### src/rtl/mmd_pkg.sv
package mmd_pkg;
  localparam int ADDR_W = 16;

  // configuration register indices
  localparam int RI_BANK     = 0;
  localparam int RI_CTRL     = 1;
  localparam int RI_WIN_BASE = 2;

  // address map
  localparam logic [ADDR_W-1:0] CFG_BASE      = 16'h1400;
  localparam logic [ADDR_W-1:0] CFG_LAST      = 16'h14FF;
  localparam logic [ADDR_W-1:0] IRAM_N_LO     = 16'h0400;
  localparam logic [ADDR_W-1:0] IRAM_N_HI     = 16'h07FF;
  localparam logic [ADDR_W-1:0] IEE_N_LO      = 16'h1600;
  localparam logic [ADDR_W-1:0] IEE_N_HI      = 16'h17FF;
  localparam logic [ADDR_W-1:0] IRAM_B_HI     = 16'h03FF;
  localparam logic [ADDR_W-1:0] IEE_B_LO      = 16'hFE00;
  localparam logic [ADDR_W-1:0] BROM_LO       = 16'hB600;
  localparam logic [ADDR_W-1:0] BROM_HI       = 16'hBFFF;

  typedef struct packed {
    logic flash;
    logic eeprom;
    logic sram;
    logic iram;
    logic iee;
    logic brom;
  } mem_sel_t;
endpackage

### src/rtl/mmd_regfile.sv
module mmd_regfile #(
  parameter int DATA_W   = 8,
  parameter int NUM_REGS = 16,
  localparam int IDX_W   = $clog2(NUM_REGS)
) (
  input  logic              clk,
  input  logic              rst,
  input  logic              acc_en,
  input  logic              wr_en,
  input  logic [IDX_W-1:0]  idx,
  input  logic [DATA_W-1:0] wdata,
  output logic [DATA_W-1:0] rdata,
  output logic [DATA_W-1:0] regs_o [NUM_REGS]
);
  logic [DATA_W-1:0] regs_q [NUM_REGS];
  logic [DATA_W-1:0] rdata_q;

  always_ff @(posedge clk) begin
    if (rst) begin
      for (int i = 0; i < NUM_REGS; i++) regs_q[i] <= '0;
      rdata_q <= '0;
    end else if (acc_en) begin
      if (wr_en) regs_q[idx] <= wdata;
      else       rdata_q     <= regs_q[idx];
    end
  end

  always_comb begin
    for (int i = 0; i < NUM_REGS; i++) regs_o[i] = regs_q[i];
  end
  assign rdata = rdata_q;

  // a decoded write lands in the addressed register
  p_write_lands_r2: assert property (@(posedge clk) disable iff (rst)
    (acc_en && wr_en) |=> (regs_q[$past(idx)] == $past(wdata)));
endmodule

### src/rtl/mmd_periph_win.sv
module mmd_periph_win #(
  parameter int PAGE_W = 8
) (
  input  logic              en,
  input  logic [PAGE_W-1:0] first_pg,
  input  logic [PAGE_W-1:0] last_pg,
  input  logic [PAGE_W-1:0] page,
  output logic              hit
);
  assign hit = en && (page >= first_pg) && (page <= last_pg);
endmodule

### src/rtl/mmd_mem_decode.sv
module mmd_mem_decode
  import mmd_pkg::*;
#(
  parameter int BANK_W = 4
) (
  input  logic [ADDR_W-1:0] addr,
  input  logic              boot,
  input  logic              sram_sel,
  input  logic              prog_sel,
  input  logic              io_sel,
  input  logic              swap,
  input  logic [BANK_W-1:0] bank,
  output mem_sel_t          sel,
  output logic [BANK_W-1:0] ext
);
  logic in_cfg, common, banked, internal;

  always_comb begin
    sel    = '0;
    ext    = '0;
    in_cfg = io_sel && (addr >= CFG_BASE) && (addr <= CFG_LAST);
    common = addr[ADDR_W-1];
    banked = (addr[ADDR_W-1 -: 2] == 2'b01);

    if (boot) begin
      sel.iram = (addr <= IRAM_B_HI);
      sel.iee  = (addr >= IEE_B_LO);
      sel.brom = (addr >= BROM_LO) && (addr <= BROM_HI);
    end else begin
      sel.iram = (addr >= IRAM_N_LO) && (addr <= IRAM_N_HI);
      sel.iee  = (addr >= IEE_N_LO) && (addr <= IEE_N_HI);
    end
    internal = sel.iram || sel.iee || sel.brom;

    sel.flash  = !internal && prog_sel && (common || (banked && !swap));
    sel.eeprom = !internal && io_sel && banked && swap;
    sel.sram   = sram_sel && !internal && !sel.flash && !sel.eeprom && !in_cfg;

    if (sel.flash) begin
      if (banked) ext = bank;
      else        ext = {{(BANK_W-1){1'b0}}, addr[ADDR_W-2]};
    end
  end
endmodule

### src/rtl/mmd_top.sv
module mmd_top
  import mmd_pkg::*;
#(
  parameter int DATA_W     = 8,
  parameter int BANK_W     = 4,
  parameter int NUM_PERIPH = 3,
  parameter int NUM_REGS   = 16
) (
  input  logic                  clk,
  input  logic                  rst,
  input  logic [ADDR_W-1:0]     addr,
  input  logic                  wr_en,
  input  logic [DATA_W-1:0]     wdata,
  output logic [DATA_W-1:0]     rdata,
  input  logic                  boot_mode,
  input  logic                  sram_sel_n,
  input  logic                  prog_sel_n,
  input  logic                  io_sel_n,
  output logic                  flash_cs_n,
  output logic                  eeprom_cs_n,
  output logic                  sram_cs_n,
  output logic                  int_ram_cs_n,
  output logic                  int_ee_cs_n,
  output logic                  boot_rom_cs_n,
  output logic [NUM_PERIPH-1:0] periph_cs_n,
  output logic [BANK_W-1:0]     ext_addr
);
  localparam int IDX_W     = $clog2(NUM_REGS);
  localparam int PAGE_W    = ADDR_W - 8;
  localparam int RI_WIN_EN = RI_WIN_BASE + 2 * NUM_PERIPH;

  logic                  acc_en;
  logic [DATA_W-1:0]     cfg_regs [NUM_REGS];
  logic [NUM_REGS*DATA_W-1:0] cfg_flat;
  logic [NUM_PERIPH-1:0] win_hit;
  mem_sel_t              sel;
  logic [BANK_W-1:0]     ext_d;

  assign acc_en = !io_sel_n && (addr[ADDR_W-1:IDX_W] == CFG_BASE[ADDR_W-1:IDX_W]);

  mmd_regfile #(.DATA_W(DATA_W), .NUM_REGS(NUM_REGS)) u_regs (
    .clk    (clk),
    .rst    (rst),
    .acc_en (acc_en),
    .wr_en  (wr_en),
    .idx    (addr[IDX_W-1:0]),
    .wdata  (wdata),
    .rdata  (rdata),
    .regs_o (cfg_regs)
  );

  always_comb begin
    for (int i = 0; i < NUM_REGS; i++) cfg_flat[i*DATA_W +: DATA_W] = cfg_regs[i];
  end

  for (genvar w = 0; w < NUM_PERIPH; w++) begin : g_win
    mmd_periph_win #(.PAGE_W(PAGE_W)) u_win (
      .en       (cfg_regs[RI_WIN_EN][w]),
      .first_pg (cfg_regs[RI_WIN_BASE + 2*w][PAGE_W-1:0]),
      .last_pg  (cfg_regs[RI_WIN_BASE + 2*w + 1][PAGE_W-1:0]),
      .page     (addr[ADDR_W-1 -: PAGE_W]),
      .hit      (win_hit[w])
    );

    // a disabled window never selects its peripheral
    p_win_off_r7: assert property (@(posedge clk) disable iff (rst)
      !cfg_regs[RI_WIN_EN][w] |=> periph_cs_n[w]);
  end

  mmd_mem_decode #(.BANK_W(BANK_W)) u_dec (
    .addr     (addr),
    .boot     (boot_mode),
    .sram_sel (!sram_sel_n),
    .prog_sel (!prog_sel_n),
    .io_sel   (!io_sel_n),
    .swap     (cfg_regs[RI_CTRL][0]),
    .bank     (cfg_regs[RI_BANK][BANK_W-1:0]),
    .sel      (sel),
    .ext      (ext_d)
  );

  always_ff @(posedge clk) begin
    if (rst) begin
      flash_cs_n    <= 1'b1;
      eeprom_cs_n   <= 1'b1;
      sram_cs_n     <= 1'b1;
      int_ram_cs_n  <= 1'b1;
      int_ee_cs_n   <= 1'b1;
      boot_rom_cs_n <= 1'b1;
      periph_cs_n   <= '1;
      ext_addr      <= '0;
    end else begin
      flash_cs_n    <= !sel.flash;
      eeprom_cs_n   <= !sel.eeprom;
      sram_cs_n     <= !sel.sram;
      int_ram_cs_n  <= !sel.iram;
      int_ee_cs_n   <= !sel.iee;
      boot_rom_cs_n <= !sel.brom;
      periph_cs_n   <= ~win_hit;
      ext_addr      <= ext_d;
    end
  end

  // selects are idle right after a reset edge
  p_reset_idle_r1: assert property (@(posedge clk)
    $past(rst) |-> (flash_cs_n && eeprom_cs_n && sram_cs_n && int_ram_cs_n
                    && int_ee_cs_n && boot_rom_cs_n && (periph_cs_n == '1)));

  // accesses outside the decoded registers leave every register unchanged
  p_stray_write_r3: assert property (@(posedge clk) disable iff (rst)
    (io_sel_n || (addr[ADDR_W-1:IDX_W] != CFG_BASE[ADDR_W-1:IDX_W])) |=> $stable(cfg_flat));

  // reset vector fetch hits common flash in normal mode
  p_vector_flash_r4: assert property (@(posedge clk) disable iff (rst)
    (!boot_mode && !prog_sel_n && (addr >= 16'hFFFE)) |=> (!flash_cs_n && (ext_addr == 1)));

  // in the bootstrap map the vector comes from internal EEPROM
  p_boot_vector_r8: assert property (@(posedge clk) disable iff (rst)
    (boot_mode && (addr >= 16'hFFFE)) |=> (!int_ee_cs_n && flash_cs_n));

  // SRAM select passes through over a region nothing else claims
  p_sram_pass_r9: assert property (@(posedge clk) disable iff (rst)
    (!boot_mode && !sram_sel_n && (addr >= 16'h2000) && (addr <= 16'h3FFF)) |=> !sram_cs_n);

  // memory selects are mutually exclusive
  p_one_mem_r12: assert property (@(posedge clk) disable iff (rst)
    $countones({~flash_cs_n, ~eeprom_cs_n, ~sram_cs_n, ~int_ram_cs_n,
                ~int_ee_cs_n, ~boot_rom_cs_n}) <= 1);
endmodule

### config.mk
export PLATFORM = sky130hd
export DESIGN_NAME = mmd_top
export DESIGN_NICKNAME = d
export VERILOG_FILES = /design/src/rtl/mmd_pkg.sv /design/src/rtl/mmd_regfile.sv /design/src/rtl/mmd_periph_win.sv /design/src/rtl/mmd_mem_decode.sv /design/src/rtl/mmd_top.sv
export SDC_FILE = /design/constraint.sdc
export NUM_CORES = 1
export LEC_CHECK = 0
export CAP_MARGIN = 20
export CORE_ASPECT_RATIO = 1.4
export CORE_MARGIN = 1
export CORE_UTILIZATION = 52
export CTS_CLUSTER_SIZE = 28
export DETAILED_ROUTE_END_ITERATION = 8
export PLACE_DENSITY = 0.75
export SETUP_SLACK_MARGIN = 0.4
export SYNTH_ARGS = -nofsm -noshare
export SYNTH_HDL_FRONTEND = slang
export SYNTH_SLANG_ARGS = --single-unit
export TNS_END_PERCENT = 1
### constraint.sdc
create_clock -name clk -period 2.95 [get_ports clk]
set_input_delay 0.59 -clock clk [delete_from_list [all_inputs] [get_ports clk]]
set_output_delay 0.59 -clock clk [all_outputs]
set_load 0.05 [all_outputs]
==> results of run 1 <==
## cells by family after synthesis
group,after synthesis,synth area share
XOR/XNOR,1,0.001149
AO/OA/AOI/OAI,81,0.06893
multiplexers,48,0.1169
buffers and inverters,77,0.03923
adder cells (fa/ha/maj),48,0.07878
flip-flops,149,0.5593
AND/OR/NAND/NOR,231,0.1357
## worst max-delay path: stages
cell	delay (ns)
clkdlybuf4s50_1	0.46
or4_4	0.45
buf_4	0.17
or4_1	0.55
nor4_1	0.19
nand2_1	0.21
o21ai_0	0.20
## cell usage after synthesis, types with 3 or more instances
library cell | number | area share
nor2b_1 | 8 | 0.0066
o21ai_1 | 3 | 0.0020
dfxtp_1 | 21 | 0.055
o21ai_0 | 13 | 0.0085
o2111ai_1 | 4 | 0.0046
o21bai_1 | 16 | 0.016
ha_1 | 48 | 0.079
mux4_2 | 32 | 0.095
nor4_1 | 6 | 0.0049
a22oi_1 | 8 | 0.0079
nand4_1 | 7 | 0.0057
mux2i_1 | 8 | 0.011
a211oi_1 | 3 | 0.0030
edfxtp_1 | 128 | 0.50
nand2b_1 | 9 | 0.0074
nand2_1 | 45 | 0.022
inv_1 | 47 | 0.023
nor2_1 | 134 | 0.066
nand4b_1 | 3 | 0.0034
mux2_2 | 8 | 0.012
a21oi_1 | 19 | 0.012
buf_2 | 8 | 0.0053
or4_1 | 4 | 0.0039
a21o_1 | 3 | 0.0030
o22ai_1 | 3 | 0.0025
clkbuf_1 | 20 | 0.0098
## layout make-up
cell class	instances	area (um^2)	share of cell area
Timing Repair Buffer	105	1028	0.1090
Clock inverter	11	77.57	0.008220
Clock buffer	21	461.7	0.04892
Inverter	47	176.4	0.01869
Sequential cell	149	4264	0.4518
Multi-Input combinational cell	409	3193	0.3383
Tap cell	189	236.5	0.02506
## placed cells by master (no fill, tap or decap), types with 19 or more instances in the layout
master / netlist / layout
nor2_1: 134 / 134
edfxtp_1: 128 / 128
ha_1: 48 / 48
inv_1: 47 / 47
nand2_1: 45 / 45
clkdlybuf4s50_1: 0 / 42
buf_4: 0 / 42
mux4_2: 32 / 32
dfxtp_1: 21 / 21
a21oi_1: 19 / 19
## power by group through the flow
stage          clock network (W)  registers [W]  logic, W
2_1_floorplan                  0        0.00246  0.000324
3_3_place_gp                   0        0.00246  0.000567
3_5_place_dp                   0        0.00246  0.000586
4_1_cts                  0.00198        0.00242  0.000590
5_1_grt                  0.00205        0.00243  0.000641
6_report                 0.00198        0.00242  0.000600
## through the flow
stage | cell area (um^2) | util | setup WS [ns] | total power, W | TNS (ns)
CTS | 9405 | 0.6541 | 0.4075 | 0.004991 | 0
global route | 9438 | 0.6564 | 0.4062 | 0.005124 | 0
floorplan | 7719 | - | 0.3121 | 0.002780 | 0
global placement | 8828 | 0.6140 | -0.1896 | 0.003025 | -15.00
detailed placement | 8828 | 0.6140 | -0.2621 | 0.003050 | -21.56
finish | 9438 | 0.6564 | 0.4800 | 0.005003 | 0
## worst max-delay path by stage
stage             start                    to  cells past startpoint
2_1_floorplan   addr[3]  u_regs.regs_q[10][0]                      5
3_3_place_gp   addr[11]   u_regs.regs_q[2][4]                      7
3_5_place_dp   addr[11]   u_regs.regs_q[2][6]                      7
4_1_cts         addr[7]   u_regs.regs_q[1][1]                      7
5_1_grt        io_sel_n   u_regs.regs_q[1][3]                      7
6_report       addr[13]       u_regs.rdata[6]                      7
## sequential cells by signal (all words and copies together), names as in the netlist, 3 cells and up
| signal | cells |
|---|---|
| ext_addr | 4 |
| periph_cs_n | 3 |
| u_regs.rdata | 8 |
| u_regs.regs_q | 128 |
## per-layer routing
layer / vias up / GRT usage
li1: 2505 / -
met1: 2712 / 0.3218
met2: 334 / 0.5159
met3: 92 / 0.03908
met4: 0 / 0.2600
met5: - / 0
## what timing repair did
action / CTS / global route
setup buffers: 3 / 0
endpoints found under the setup margin: 166 / 118
resized for setup: 12 / 6
pin swaps: 6 / 4
==> flow_metrics.tcl, run 1 <==
set metrics [dict create \
    grtUsageTotal 0.2998 \
    cts_tree "done" \
    cts_buffer_depth 2 \
    combPwrFrac 0.120 \
    avgSynthCellArea_um2 12.01 \
    antenna_found_initial 0 \
    top_layer "met4" \
    grt_max_degree 25 \
    r2r_slack_ns 1.28 \
    first_pass_iters 7 \
    min_to "u_regs.rdata[7]" \
    postCtsHoldBufs 0 \
    detail_route.wl_per_cell_um 23.03 \
    peakVddDrop_mv 0.3497 \
    synth_fp_nets 714 \
    syn2layout_area_growth_pct 23.80 \
    ios 52 \
    slew_violations 0 \
    skew_ns 0.007858 \
    fin_crit_ns 2.470 \
    ctsHtreeMaxLevel 4 \
    synth_flop_cell "edfxtp_1" \
    power.switching_w 0.001236 \
    overflow 0 \
    setup_viol 0 \
    cts.sinks 149 \
    arrival_ns 2.82 \
    reg2reg_from "u_regs.regs_q[1][0]" \
    syn_area_um2 7624 \
    die_w_um 104.3 \
    worstMarginPinSlew_ns 0.6279 \
    die-area_um2 15160 \
    numCtsBuffers 17 \
    final-hold-violation-count 0 \
    nFillCells 998 \
    holdWs_ns 0.5064 \
    core_um2 14380 \
    seqPwrFrac 0.484 \
    start_kind "primary input" \
    yosysUniqueCellTypes 44 \
    sw_frac_of_total 0.2471 \
    dpl.cell_count 896 \
    grt_first_pass_wirelength_mm 32.77 \
    crit_fanout 8 \
    wl_met2_mm 10.87 \
    ys_ff_latch 149 \
    cts_root_buffer "clkbuf_16" \
    leakage_nw 3.457 \
    gp_congestion 0.9674 \
    slew_headroom 0.5814 \
    critPathRequiredTime_ns 3.30 \
    min_period_over_period 0.8373 \
    power_density_nw_per_um2 530.1 \
    vias_per_cell 6.061 \
    max_freq_mhz 404.9 \
    grt_pass1_vias 5986 \
    min-delay-start "u_regs.rdata[7]" \
    routed_wl_mm 21.44 \
    synthesis.instances 635 \
    drt-initial-drc-count 497 \
    port_buffers 51 \
    reg2reg_to "u_regs.rdata[0]" \
    clk_pin_slew_worst_paths_ns 0.06 \
    fp.dieH_um 145.3 \
    p_int_w 0.003767 \
    rsz0062_at_grt "false" \
    ff2ff_path_depth 4 \
    synth_edf_count 128 \
    synth-async-reset-ratio 0 \
    drc 0 \
    start_util 0.5302 \
    dp.final_hpwl_mm 16.17 \
    seq_area_frac_synth 0.5593 \
    vias 5643 \
    nets 808 \
    end_kind "flip-flop" \
    path_class "in2reg" \
    maxCapViolations 0 \
    detail-route-antenna-nets 0 \
    hold_path.class "reg2reg" \
    clkLatencyLatePin_ns 0.42 \
    yosysWarnings 0 \
    layout-drive-gt1-share 0.1981 \
    min_path_cells 2 \
    wl_met3_mm 1.636 \
    rows 52 \
    power.share.clock 0.396 \
    m1WireLength_mm 7.078 \
    run_status "finished, final reports clean" \
    fin_cells 931 \
    diodes 0 \
]
(Power assumes the default switching activity.)
==> run 2, diff against run 1 <==
--- a/config.mk
+++ b/config.mk
@@ -11,7 +11,7 @@
 export CORE_UTILIZATION = 52
 export CTS_CLUSTER_SIZE = 28
 export DETAILED_ROUTE_END_ITERATION = 8
-export PLACE_DENSITY = 0.75
+export PLACE_DENSITY = 0.72
 export SETUP_SLACK_MARGIN = 0.4
 export SYNTH_ARGS = -nofsm -noshare
 export SYNTH_HDL_FRONTEND = slang
==> constraint.sdc (replaced) <==
create_clock -name clk -period 2.3 [get_ports clk]
set_input_delay 0.46 -clock clk [delete_from_list [all_inputs] [get_ports clk]]
set_output_delay 0.46 -clock clk [all_outputs]
set_load 0.05 [all_outputs]
==> flow_metrics.tcl, run 2 (synthesized netlist as in run 1, its figures left out) <==
set metrics [dict create \
    end_kind "flip-flop" \
    gp_congestion 0.9260 \
    setup_viol 0 \
    leakage_nw 3.520 \
    drt-initial-drc-count 456 \
    nFillCells 1050 \
    detail_route.wl_per_cell_um 22.69 \
    fin_setup_tns_ns 0 \
    max_freq_mhz 462.7 \
    slew_violations 0 \
    grt_first_pass_wirelength_mm 33.00 \
    seq_area_um2 4264 \
    min_period_over_period 0.9397 \
    clk_pin_slew_worst_paths_ns 0.06 \
    grt_max_degree 31 \
    cts_root_buffer "clkbuf_16" \
    syn2layout_area_growth_pct 24.62 \
    die-area_um2 15160 \
    detail-route-antenna-nets 0 \
    grtUsageMet2 0.5129 \
    layout-drive-gt1-share 0.2218 \
    top_usage_layer "met2" \
    dp.final_hpwl_mm 16.45 \
    cts_buffer_depth 2 \
    grtUsageMet1 0.3296 \
    antenna_found_initial 0 \
    arrival_ns 2.26 \
    clkLatencyLatePin_ns 0.42 \
    hold_path.class "in2reg" \
    grtUsageTotal 0.3013 \
    setup_slack_ns 0.1387 \
    multiInputGateArea_um2 3182 \
    final-hold-violation-count 0 \
    run_status "finished, final reports clean" \
    worstPathCellList "buf_6 > or4_4 > nor4_4 > nand2_1 > or3_4 > buf_8 > o21bai_4" \
    worst-path-buf-inv 2 \
    r2r_slack_ns 0.60 \
    die_w_um 104.3 \
    port_buffers 51 \
    rsz0062_at_grt "true" \
    cp_slowest_cell "or4_4" \
    routed_wl_mm 21.37 \
    power_density_nw_per_um2 681.6 \
    critPathTopFamily "simple AND/OR/NAND/NOR gates" \
    layout_common_cells "nor2_1 (134), edfxtp_1 (128), buf_4 (53), ha_1 (48), inv_1 (47)" \
    core_um2 14380 \
    grt_pass1_vias 5909 \
    peakVddDrop_mv 0.4442 \
    drc 0 \
    overflow 0 \
    layout_commonest_cell "nor2_1" \
    vias 5621 \
    nets 819 \
    numCtsBuffers 17 \
    start_kind "primary input" \
    slew_headroom 0.6156 \
    dp_slack_ns -0.7462 \
    fp.dieH_um 145.3 \
    regMostFlops "u_regs.regs_q" \
    rows 52 \
    ctsHtreeMaxLevel 4 \
    fin_crit_ns 2.161 \
    start_util 0.5302 \
    maxCapViolations 0 \
    critPathRequiredTime_ns 2.39 \
    cts.sinks 149 \
    cts_tree "done" \
    crit_fanout 8 \
    postCtsHoldBufs 0 \
    diodes 0 \
    path_class "in2reg" \
    first_pass_iters 8 \
    skew_ns 0.009429 \
    largest_reg_flops 128 \
    worstMarginPinSlew_ns 0.5766 \
    grt_use_met3 0.04942 \
    crit_path_max_incr_delay_ns 0.55 \
    ios 52 \
    vias_per_cell 5.967 \
]
-- run 2: cell count changes in the layout (fill, tap and decap cells not counted), moves of 4 or more --
cell	before	now
buf_4	42	53
buf_2	2	6
clkdlybuf4s50_1	42	38
clkinvlp_4	5	1
inv_4	0	4
-- run 2: tightest hold or removal path, stage by stage --
cell and delay (ns):
dlygate4sd2_1 0.22, buf_4 0.11, or4_1 0.09
-- run 2: worst paths after layout --
check                            from                  end  depth (start not counted)
hold reg to reg       u_regs.rdata[3]      u_regs.rdata[3]                          2
hold / removal               io_sel_n          eeprom_cs_n                          3
setup / recovery             addr[15]  u_regs.regs_q[2][2]                          7
setup reg to reg  u_regs.regs_q[3][1]       periph_cs_n[0]                          7
-- run 2: final cells by class --
| class | count | share of cell area |
|---|---|---|
| sequential | 149 | 0.4488 |
| inverter | 47 | 0.01857 |
| tap | 189 | 0.02489 |
| clock buffer | 22 | 0.05005 |
| timing repair buffer | 116 | 0.1156 |
| clock inverter | 10 | 0.007112 |
| multi-input combinational | 409 | 0.3349 |
-- run 2: repair_timing --
action,in CTS,in global routing
cloned,1,0
pin swaps,9,5
endpoints found under the setup margin,294,294
hold endpoints to repair,0,0
setup buffers,4,0
gates resized for setup,37,5
-- run 2: metrics by stage --
step                      hold slack, ns  std cells  total power, W  utilization  instance area (um^2)
after floorplan                   0.4992        635        0.003566            -                  7725
after global placement            0.4918        905        0.003900       0.6196                  8909
after detailed placement          0.5010        905        0.003933       0.6196                  8909
after CTS                         0.4885        942        0.006466       0.6601                  9492
after global routing              0.5143        942        0.006660       0.6607                  9500
final                             0.4877        942        0.006476       0.6607                  9500
-- run 2: metal layers --
layer,up-vias,part of all wire
met5,-,0
met4,0,0.087
met3,88,0.067
met2,317,0.50
met1,2689,0.34
li1,2527,-
-- run 2: where the power goes --
part	switching (W)	leakage (nW)	internal, W	total, W
combinational	0.000430	1.87	0.000352	0.000782
clock	0.00111	0.269	0.00148	0.00259
sequential	0.0000553	1.38	0.00305	0.00310
